`config.mk`:
```
export PLATFORM = sky130hd
export DESIGN_NAME = domain_reset_ctl
export DESIGN_NICKNAME = d
export VERILOG_FILES = /design/src/rtl/drc_pkg.sv /design/src/rtl/drc_bitsync.sv /design/src/rtl/drc_rsync.sv /design/src/rtl/drc_swpulse.sv /design/src/rtl/drc_sby_timer.sv /design/src/rtl/domain_reset_ctl.sv
export SDC_FILE = /design/constraint.sdc
export NUM_CORES = 1
export LEC_CHECK = 0
export BUFFER_PORTS_ARGS = -buffer_cell sky130_fd_sc_hd__buf_2
export CORE_UTILIZATION = 50
export DETAILED_ROUTE_END_ITERATION = 10
export PLACE_DENSITY_LB_ADDON = 0.08
export SYNTH_ARGS = -nofsm -noshare
export SYNTH_HDL_FRONTEND = slang
export SYNTH_SLANG_ARGS = --single-unit
```
`constraint.sdc`:
```
create_clock -name clk_lf -period 1.15 [get_ports clk_lf]
set_clock_uncertainty 0.2 [all_clocks]
set_input_delay 0.23 -clock clk_lf [delete_from_list [all_inputs] [get_ports clk_lf]]
set_output_delay 0.23 -clock clk_lf [all_outputs]
set_load 0.02 [all_outputs]
```
`src/rtl/drc_pkg.sv`:
```
package drc_pkg;

  typedef enum logic [1:0] {
    SEQ_ARM    = 2'd0,
    SEQ_SETTLE = 2'd1,
    SEQ_COUNT  = 2'd2,
    SEQ_DONE   = 2'd3
  } seq_state_e;

  // Last count value of the standby sequence for the selected length.
  function automatic int unsigned seq_last(input logic short_hit,
                                           input int unsigned full_len,
                                           input int unsigned short_len);
    return (short_hit ? short_len : full_len) - 1;
  endfunction

  function automatic int unsigned max_of(input int unsigned a, input int unsigned b);
    return (a > b) ? a : b;
  endfunction

endpackage

```
`src/rtl/drc_bitsync.sv`:
```
// Plain multi-flop synchronizer for a level input; clears to zero.
module drc_bitsync #(
  parameter int STAGES = 2
) (
  input  logic clk,
  input  logic arst,
  input  logic d,
  output logic q
);
  logic [STAGES-1:0] sh;

  always_ff @(posedge clk or posedge arst) begin
    if (arst) sh <= '0;
    else      sh <= {sh[STAGES-2:0], d};
  end

  assign q = sh[STAGES-1];
endmodule

```
`src/rtl/drc_rsync.sv`:
```
// Reset stretcher: immediate set, release after STAGES clean edges.
module drc_rsync #(
  parameter int STAGES = 2
) (
  input  logic clk,
  input  logic src,
  output logic rst_out
);
  logic [STAGES-1:0] sh;

  always_ff @(posedge clk or posedge src) begin
    if (src) sh <= '1;
    else     sh <= {sh[STAGES-2:0], 1'b0};
  end

  assign rst_out = sh[STAGES-1];
endmodule

```
`src/rtl/drc_swpulse.sv`:
```
// Turns the rising edge of a request bit into a fixed-length pulse.
module drc_swpulse #(
  parameter int LEN = 4
) (
  input  logic clk,
  input  logic pwr_rst,
  input  logic req,
  output logic pulse
);
  localparam int CW = $clog2(LEN + 1);
  localparam logic [CW-1:0] LEN_C = CW'(LEN);

  logic          req_prev;
  logic [CW-1:0] left;
  logic          req_rise;

  assign req_rise = req & ~req_prev;

  always_ff @(posedge clk or posedge pwr_rst) begin
    if (pwr_rst) begin
      req_prev <= 1'b0;
      left     <= '0;
    end else begin
      req_prev <= req;
      if (req_rise)          left <= LEN_C;
      else if (left != '0)   left <= left - 1'b1;
    end
  end

  assign pulse = (left != '0);
endmodule

```
`src/rtl/drc_sby_timer.sv`:
```
// Standby power-up sequencer: optional settle wait, then a count whose
// length depends on whether the hardware pin was released early.
module drc_sby_timer
  import drc_pkg::*;
#(
  parameter int FULL_LEN   = 8192,
  parameter int SHORT_LEN  = 1280,
  parameter int SETTLE_LEN = 1024,
  parameter int STRAP_W    = 4
) (
  input  logic               clk,
  input  logic               por_sby,
  input  logic               osc_was_off,
  input  logic               hw_ok,
  input  logic [STRAP_W-1:0] strap_pins,
  output logic               seq_active,
  output logic               short_hit,
  output logic               strap_sample,
  output logic [STRAP_W-1:0] strap_q
);
  localparam int CW = $clog2(max_of(FULL_LEN, SETTLE_LEN) + 1);
  localparam logic [CW-1:0] SHORT_C      = CW'(SHORT_LEN);
  localparam logic [CW-1:0] SETTLE_LAST  = CW'(SETTLE_LEN - 1);

  seq_state_e    state;
  logic [CW-1:0] cnt;
  logic          short_q;
  logic          count_end;
  logic          settle_end;

  always_comb begin
    short_hit  = short_q | ((state == SEQ_COUNT) && hw_ok && (cnt < SHORT_C));
    count_end  = (state == SEQ_COUNT) &&
                 (cnt == CW'(seq_last(short_hit, FULL_LEN, SHORT_LEN)));
    settle_end = (state == SEQ_SETTLE) && (cnt == SETTLE_LAST);
  end

  always_ff @(posedge clk or posedge por_sby) begin
    if (por_sby) begin
      state        <= SEQ_ARM;
      cnt          <= '0;
      short_q      <= 1'b0;
      strap_sample <= 1'b0;
      strap_q      <= '0;
    end else begin
      strap_sample <= 1'b0;
      unique case (state)
        SEQ_ARM: begin
          cnt   <= '0;
          state <= osc_was_off ? SEQ_SETTLE : SEQ_COUNT;
        end
        SEQ_SETTLE: begin
          if (settle_end) begin
            cnt   <= '0;
            state <= SEQ_COUNT;
          end else begin
            cnt <= cnt + 1'b1;
          end
        end
        SEQ_COUNT: begin
          short_q <= short_hit;
          if (count_end) begin
            state        <= SEQ_DONE;
            strap_sample <= 1'b1;
            strap_q      <= strap_pins;
          end else begin
            cnt <= cnt + 1'b1;
          end
        end
        default: state <= SEQ_DONE;
      endcase
    end
  end

  assign seq_active = (state != SEQ_DONE);
endmodule

```
`src/rtl/domain_reset_ctl.sv`:
```
module domain_reset_ctl #(
  parameter int FULL_LEN     = 8192,
  parameter int SHORT_LEN    = 1280,
  parameter int SETTLE_LEN   = 1024,
  parameter int SW_PULSE_LEN = 4,
  parameter int SYNC_STAGES  = 2,
  parameter int STRAP_W      = 4
) (
  input  logic               clk_lf,
  input  logic               por_ret,
  input  logic               por_sby,
  input  logic               por_main,
  input  logic               hw_rst_n,
  input  logic               host_sw_req,
  input  logic               ctrl_sw_req,
  input  logic               osc_was_off,
  input  logic [STRAP_W-1:0] strap_pins,
  output logic               rst_ret,
  output logic               rst_sby,
  output logic               rst_main,
  output logic               strap_hiz,
  output logic               strap_sample,
  output logic [STRAP_W-1:0] strap_q,
  output logic               mbus_hold
);
  localparam int N_DOM   = 3;
  localparam int DOM_RET = 0;
  localparam int DOM_SBY = 1;
  localparam int DOM_MAIN = 2;

  // Internal events brought out for the checker.
  logic hw_ok;
  logic seq_active;
  logic short_hit;
  logic host_pulse;
  logic ctrl_pulse;
  logic [N_DOM-1:0] dom_src;
  logic [N_DOM-1:0] dom_rst;

  drc_bitsync #(.STAGES(SYNC_STAGES)) i_hw_sync (
    .clk (clk_lf),
    .arst(por_sby),
    .d   (hw_rst_n),
    .q   (hw_ok)
  );

  drc_sby_timer #(
    .FULL_LEN  (FULL_LEN),
    .SHORT_LEN (SHORT_LEN),
    .SETTLE_LEN(SETTLE_LEN),
    .STRAP_W   (STRAP_W)
  ) i_timer (
    .clk         (clk_lf),
    .por_sby     (por_sby),
    .osc_was_off (osc_was_off),
    .hw_ok       (hw_ok),
    .strap_pins  (strap_pins),
    .seq_active  (seq_active),
    .short_hit   (short_hit),
    .strap_sample(strap_sample),
    .strap_q     (strap_q)
  );

  drc_swpulse #(.LEN(SW_PULSE_LEN)) i_host_pulse (
    .clk    (clk_lf),
    .pwr_rst(por_main),
    .req    (host_sw_req),
    .pulse  (host_pulse)
  );

  drc_swpulse #(.LEN(SW_PULSE_LEN)) i_ctrl_pulse (
    .clk    (clk_lf),
    .pwr_rst(por_sby),
    .req    (ctrl_sw_req),
    .pulse  (ctrl_pulse)
  );

  // Per-domain OR of reset sources.
  assign dom_src[DOM_RET]  = por_ret;
  assign dom_src[DOM_SBY]  = por_sby | seq_active | ctrl_pulse;
  assign dom_src[DOM_MAIN] = por_main | ~hw_rst_n | host_pulse | seq_active;

  for (genvar d = 0; d < N_DOM; d++) begin : g_dom
    drc_rsync #(.STAGES(SYNC_STAGES)) i_rsync (
      .clk    (clk_lf),
      .src    (dom_src[d]),
      .rst_out(dom_rst[d])
    );
  end

  assign rst_ret   = dom_rst[DOM_RET];
  assign rst_sby   = dom_rst[DOM_SBY];
  assign rst_main  = dom_rst[DOM_MAIN];
  assign strap_hiz = seq_active;
  assign mbus_hold = seq_active;
endmodule

```
== Word level (Yosys, flattened, before mapping) ==
Cells that the tools add are included.

* Order comparisons: 1
* Multipliers: 0
* Add/subtract/negate cells: 4
* Equal/unequal tests: 8
* Reduce and logical (&&, ||, !) cells: 13
* Multiplexer cells: 14
* Shifts and indexed selects: 0
* Bitwise operators: 11
* Divide/modulo/power cells: 0

{| class="wikitable"
|+ Operators with widths
! kind !! number
|-
| two-way mux 14 bit || 3
|-
| case mux 14 bit (3 select lines) || 1
|-
| adder 14 x 1 -> 14 bit, second input constant || 1
|-
| == test 14 x 10 -> 1 bit, second input constant || 1
|-
| == test 14 bit || 1
|-
| less-than comparator 14 x 11 -> 1 bit, second input constant || 1
|-
| subtractor 14 x 1 -> 14 bit, second input constant || 1
|-
| two-way mux 3 bit || 4
|-
| nonzero test 3 bit || 3
|-
| two-way mux 2 bit || 3
|-
| bitwise OR 1 bit || 6
|-
| case mux 2 bit (3 select lines) || 1
|-
| AND reduction 2 bit || 3
|-
| subtractor 3 x 1 -> 3 bit, second input constant || 2
|-
| logical AND 1 bit || 4
|-
| inequality test 2 x 1 -> 1 bit, second input constant || 2
|-
| inequality test 2 bit, second input constant || 2
|-
| nonzero test 2 bit || 2
|-
| NOT 1 bit || 3
|-
| AND 1 bit || 2
|-
| == test 2 x 1 -> 1 bit, second input constant || 1
|-
| == test 2 bit, second input constant || 1
|-
| zero test 2 bit || 1
|-
| two-way mux 1 bit || 2
|}

* Memory bits (read-only): 0
* Bits in writable memories: 0
* Memories kept: 0
* Word-level logic and storage cells: 64
* Input bits: 12
* Register bits: 38
* Output and inout port bits: 10
* Bits in latches: 0

== Logic depth before layout (Yosys ltp) ==
* Depth after elaboration: 10
* Mapped depth: 8
* Depth with buffers taken out: 7

== Modules after synthesis ==
From an unflattened synthesis, not the netlist that was laid out.

* Cells, all modules: 186
* Area, all modules: 2009.4 µm²

{| class="wikitable"
|+ By module, submodules not included
! module !! times used !! seq. area each (µm²) !! area an instance (µm²) !! cells an instance
|-
| drc_sby_timer || 1 || 550.5 || 1342.5 || 132
|-
| drc_swpulse || 2 || 100.1 || 203.9 || 18
|-
| drc_rsync || 3 || 52.6 || 60.1 || 4
|-
| drc_bitsync || 1 || 50.0 || 53.8 || 3
|-
| domain_reset_ctl || 1 || 0.0 || 25.0 || 3
|}

== Least setup slack after synthesis ==
OpenSTA, ideal clock, no wires.

* Kind: register to register
* From: register i_timer.state[0]
* To: register i_timer.cnt[9]
* Cell stages (with the launch flop): 9
* Slack: -1.002 ns
* Setup time: 0.126 ns
* Buffers on the path: 1
* Period minus slack after synthesis: 2.152 ns
* Data arrival time: 1.826 ns
* Data required time: 0.824 ns
* Cell sequence: dfrtp_1 > inv_1 > ha_1 > and3b_1 > o21ai_2 > a21oi_2 > or2_1 > buf_2 > a221o_2

* Word-level cells in the longest chain between the ends: 10
* Elaborated cells between the ends (all ways): 16
* Those cells by class: 1 x add/sub; 4 x eq/ne; 3 x mux; 1 x bitwise; 7 x reduce/logical

{| class="wikitable"
|+ Ends and longest elaborated chain
! element !! RTL line !! source
|-
| start, declared || drc_sby_timer.sv:25 || <nowiki>seq_state_e state;</nowiki>
|-
| start signal, assigned || drc_sby_timer.sv:50 || <nowiki>state <= osc_was_off ? SEQ_SETTLE : SEQ_COUNT;</nowiki>
|-
| == test 2 bit || drc_sby_timer.sv:32, drc_sby_timer.sv:33, drc_sby_timer.sv:47 ||
|-
| logical AND 1 bit (2 in a row) || drc_sby_timer.sv:32 || <nowiki>short_hit = short_q | ((state == SEQ_COUNT) && hw_ok && (cnt < SHORT_C));</nowiki>
|-
| bitwise OR 1 bit || drc_sby_timer.sv:32 ||
|-
| two-way mux 14 bit || drc_pkg.sv:14 || <nowiki>return (short_hit ? short_len : full_len) - 1;</nowiki>
|-
| subtractor 14 x 1 -> 14 bit || drc_pkg.sv:14 ||
|-
| == test 14 bit || drc_sby_timer.sv:34 || <nowiki>(cnt == CW'(seq_last(short_hit, FULL_LEN, SHORT_LEN)));</nowiki>
|-
| logical AND 1 bit || drc_sby_timer.sv:33 || <nowiki>count_end = (state == SEQ_COUNT) &&</nowiki>
|-
| inequality test 2 bit (no source line) || n/a ||
|-
| AND reduction 2 bit (no source line) || n/a ||
|-
| end signal, assigned || drc_sby_timer.sv:57 || <nowiki>cnt <= cnt + 1'b1;</nowiki>
|-
| end signal, assigned || drc_sby_timer.sv:67 || <nowiki>cnt <= cnt + 1'b1;</nowiki>
|-
| end, declared || drc_sby_timer.sv:26 || <nowiki>logic [CW-1:0] cnt;</nowiki>
|}

Parallel ways exist; a longest one is shown, timed or not.
A chain may end at the register's enable or synchronous reset.

== Worst setup path after layout ==
* From: register i_timer.cnt[1]
* To: register i_timer.cnt[8]

* Word-level cells in the longest chain between the ends: 9
* Elaborated cells between the ends (all ways): 15
* Those cells by class: 2 x add/sub; 1 x order compare; 3 x eq/ne; 4 x mux; 1 x bitwise; 4 x reduce/logical

{| class="wikitable"
|+ Ends and longest elaborated chain
! element !! RTL line
|-
| less-than comparator 14 x 11 -> 1 bit || drc_sby_timer.sv:32
|-
| logical AND 1 bit || drc_sby_timer.sv:32
|-
| bitwise OR 1 bit || drc_sby_timer.sv:32
|-
| two-way mux 14 bit || drc_pkg.sv:14
|-
| subtractor 14 x 1 -> 14 bit || drc_pkg.sv:14
|-
| == test 14 bit || drc_sby_timer.sv:34
|-
| logical AND 1 bit || drc_sby_timer.sv:33
|-
| inequality test 2 bit (no source line) || n/a
|-
| AND reduction 2 bit (no source line) || n/a
|}

Parallel ways exist; a longest one is shown, timed or not. The select of a mux whose other input is x is not followed.

==> out/qor.txt <==
Hold Fails Final Rpt - 2
Core Box Area - 3720 sq um
Pwr Density - 1220 nW/um^2
Final Cell Area - 3170 sq um
root buffer cell - clkbuf_8
worst reg2reg path depth - 6
antenna cells - 0
Synth Warn # - 0
final setup fails - 40
VDD IR max - 0.00158 V
Vias per Instance - 5.92
Final nets - 307
failing checks - negative hold slack, negative setup slack
pin count of the biggest net entering global routing - 29
outcome - finished with violations
post-place setup slack - -0.972 ns
routing usage on met2 - 0.534
share of cells above drive strength 1 - 0.561
HP Class - in2reg
Crit Path Class - reg2reg
first-pass GRT wire length - 9250 um
Starting Density - 0.526
DIE WIDTH - 64.5 um
worst hold slack - -0.0230 ns
Cell Rows - 22
vias in the first global route - 1,969
Hold Crit Depth - 2
crit start category - flop
Gate Count Post-Synth - 191
setup_tns - -21.21 ns
GR Layer Usage met3 - 0.0616
EDFF count, synth - 0
Chip Height - 64.5 um
Total GRT Usage - 0.301
part of the Yosys area used for sequential elements - 0.490
final worst slack - -0.988 ns
fin. max-slew vios - 0
peak-usage layer in the global routing report - met2
Synth Area in Adders - 0.0576
grt met1 use - 0.353
antenna-violating nets left - 0
Leak - 1.48 nW
DRC - 0
DR iter-0 viols - 263
DP HPWL - 3630 um
Reg clk slew, reported paths - 0.08 ns
largest family of logic cells by synthesized area - simple AND/OR/NAND/NOR gates
RSZ-0062 raised after global routing - yes
H-tree depth - 2
mux share of post-synthesis cell area - 0.0230
crit end category - flop
fraction of registers with async set/reset - 1.00
Critical Path RT - 1.12 ns
Final Wtd Congestion - 0.875
DRT Pass-1 Iters - 4
initial antenna violation count - 0
Ports - 22
Most used DFF post-synth - dfrtp_1
port buffer count - 21
WL/cell - 20.2 um
Final period util - 1.86
clock sink total - 38
WP data arrival - 2.11 ns
clock buffer count from CTS - 5
minimum clock period after layout - 2.14 ns
Synth top area share - 0.410
Synth area leaders - dfrtp_1 (41%), dfstp_2 (8.1%), ha_1 (5.8%), inv_1 (3.3%), o21ai_0 (3.1%)
Avg Inst Size Synth - 10.2 sq um
Post-Syn Area - 1950 sq um
Synth-to-Final Area Change - 62.0%
Yosys reg bits - 38
Fmax - 0.468 GHz
vias - 1,983
simple logic cell fraction of the synthesized area - 0.211
Synth Area in Compound Gates - 0.147
Bufs on Longest Clock Path - 2
cell taking the most area after synthesis - dfrtp_1
global route overflow - 0
Unique masters post-synth - 53
DP Area - 2530 sq um
XOR/XNOR Fraction of Synth Area - 0.0134
clk_lat worst skew - 0.29 ns
CP Max Fanout - 5
CTS tree - yes
WL final - 6750 um
Max Cap Violations - 0
Die ar. - 4160 sq um
## path summary, 6_finish.rpt
| kind | from | end | slack [ns] |
|---|---|---|---|
| setup / recovery | i_timer.cnt[1]$_DFFE_PP0P_ | i_timer.cnt[8]$_DFFE_PP0P_ | -0.99 |
| hold / removal | strap_pins[1] | i_timer.strap_q[1]$_DFFE_PP0P_ | -0.02 |
| setup reg to reg | i_timer.cnt[1]$_DFFE_PP0P_ | i_timer.cnt[8]$_DFFE_PP0P_ | -0.99 |
| hold reg to reg | g_dom[0].i_rsync.sh[0]$_DFF_PP1_ | g_dom[0].i_rsync.sh[1]$_DFF_PP1_ | 0.16 |
| max in group asynchronous | i_host_pulse.left[1]$_DFFE_PP0P_ | g_dom[2].i_rsync.sh[0]$_DFF_PP1_ | -0.06 |
| min in group asynchronous | por_main | i_host_pulse.left[1]$_DFFE_PP0P_ | 0.20 |
## flip-flops by register name, indices dropped and copies added (netlist names)
register,flops
g_dom.i_rsync.sh,6
i_host_pulse.left,3
i_ctrl_pulse.left,3
i_timer.short_q,1
i_hw_sync.sh,2
i_timer.cnt,14
i_host_pulse.req_prev,1
i_timer.strap_sample,1
i_timer.strap_q,4
i_timer.state,2
i_ctrl_pulse.req_prev,1
## cell type report
cell class	instances	area, sq um
clock buffer	7	86.3
clock inverter	1	5.00
fill	163	551
inverter	17	66.3
multi-input combinational	132	1230
sequential	38	961
tap	48	60.1
timing repair buffer	92	759
## metal layers
metal | share of wire | wire [um] | vias up
met3 | 0.068 | 459 | 20
met2 | 0.53 | 3550 | 110
met5 | 0 | 0 | -
met1 | 0.37 | 2530 | 974
li1 | - | - | 879
met4 | 0.031 | 212 | 0
## what timing repair did
action | 4_1_cts | 5_1_grt
cloned | 0 | 2
pin swaps | 21 | 13
resized for setup | 58 | 21
hold buffers | 7 | 1
setup endpoints to repair | 40 | 42
hold endpoints to repair | 45 | 3
buffers inserted | 8 | 9
## cell usage in the layout, fill, tap and decap left out, types with 4 or more instances in the layout
master	instances
dlygate4sd3_1	8
nand3_1	6
buf_4	55
buf_2	11
nand2_1	8
a31oi_1	4
nor4_1	4
dfrtp_1	30
o21ai_0	6
nor2b_1	4
nor2_1	9
inv_1	9
inv_2	7
ha_4	7
o21ai_1	5
buf_6	17
o31ai_1	5
dfstp_2	6
mux2_4	4
clkbuf_8	6
## report_power, final
group | switching [W] | leakage (nW) | internal (W)
Sequential | 0.000106 | 0.464 | 0.00147
Clock | 0.000486 | 0.0482 | 0.000484
Combinational | 0.000632 | 0.969 | 0.000686
Total | 0.00122 | 1.48 | 0.00264
## cell usage after synthesis (2+ instances only)
cell type	count
dfrtp_1	32
inv_1	17
nor2_1	12
o21ai_0	12
ha_1	9
nand2_1	8
nor4_1	7
dfstp_2	6
nand3_1	6
a21oi_1	5
buf_2	5
nor3_1	5
o31ai_1	5
a31oi_1	4
mux2_2	4
nor2b_1	4
a211oi_1	3
nand2b_1	3
nand4_1	3
xnor2_1	3
a221o_1	2
and3_1	2
and3b_1	2
buf_4	2
or3_1	2
## cells by family after synthesis
family                   count (synthesis)
AND/OR/NAND/NOR                         69
flip-flops                              38
buffers and inverters                   25
XOR/XNOR                                 3
other                                    1
multiplexers                             4
AO/OA/AOI/OAI                           42
adder cells (fa/ha/maj)                  9
## critical path, cell delays in order (launching register included)
cell,delay (ns)
dfrtp_1,0.44
ha_4,0.20
and4b_1,0.21
and4b_2,0.27
nor2_2,0.26
nand2b_2,0.14
o41ai_1,0.29
## through the flow
stage	cells	utilization	total power [W]
CTS	323	0.803	0.00368
global placement	301	0.682	0.00226
detailed placement	301	0.682	0.00235
global route	335	0.852	0.00399
finish	335	0.852	0.00387
floorplan	193	-	0.00209
(Power assumes the default switching activity.)
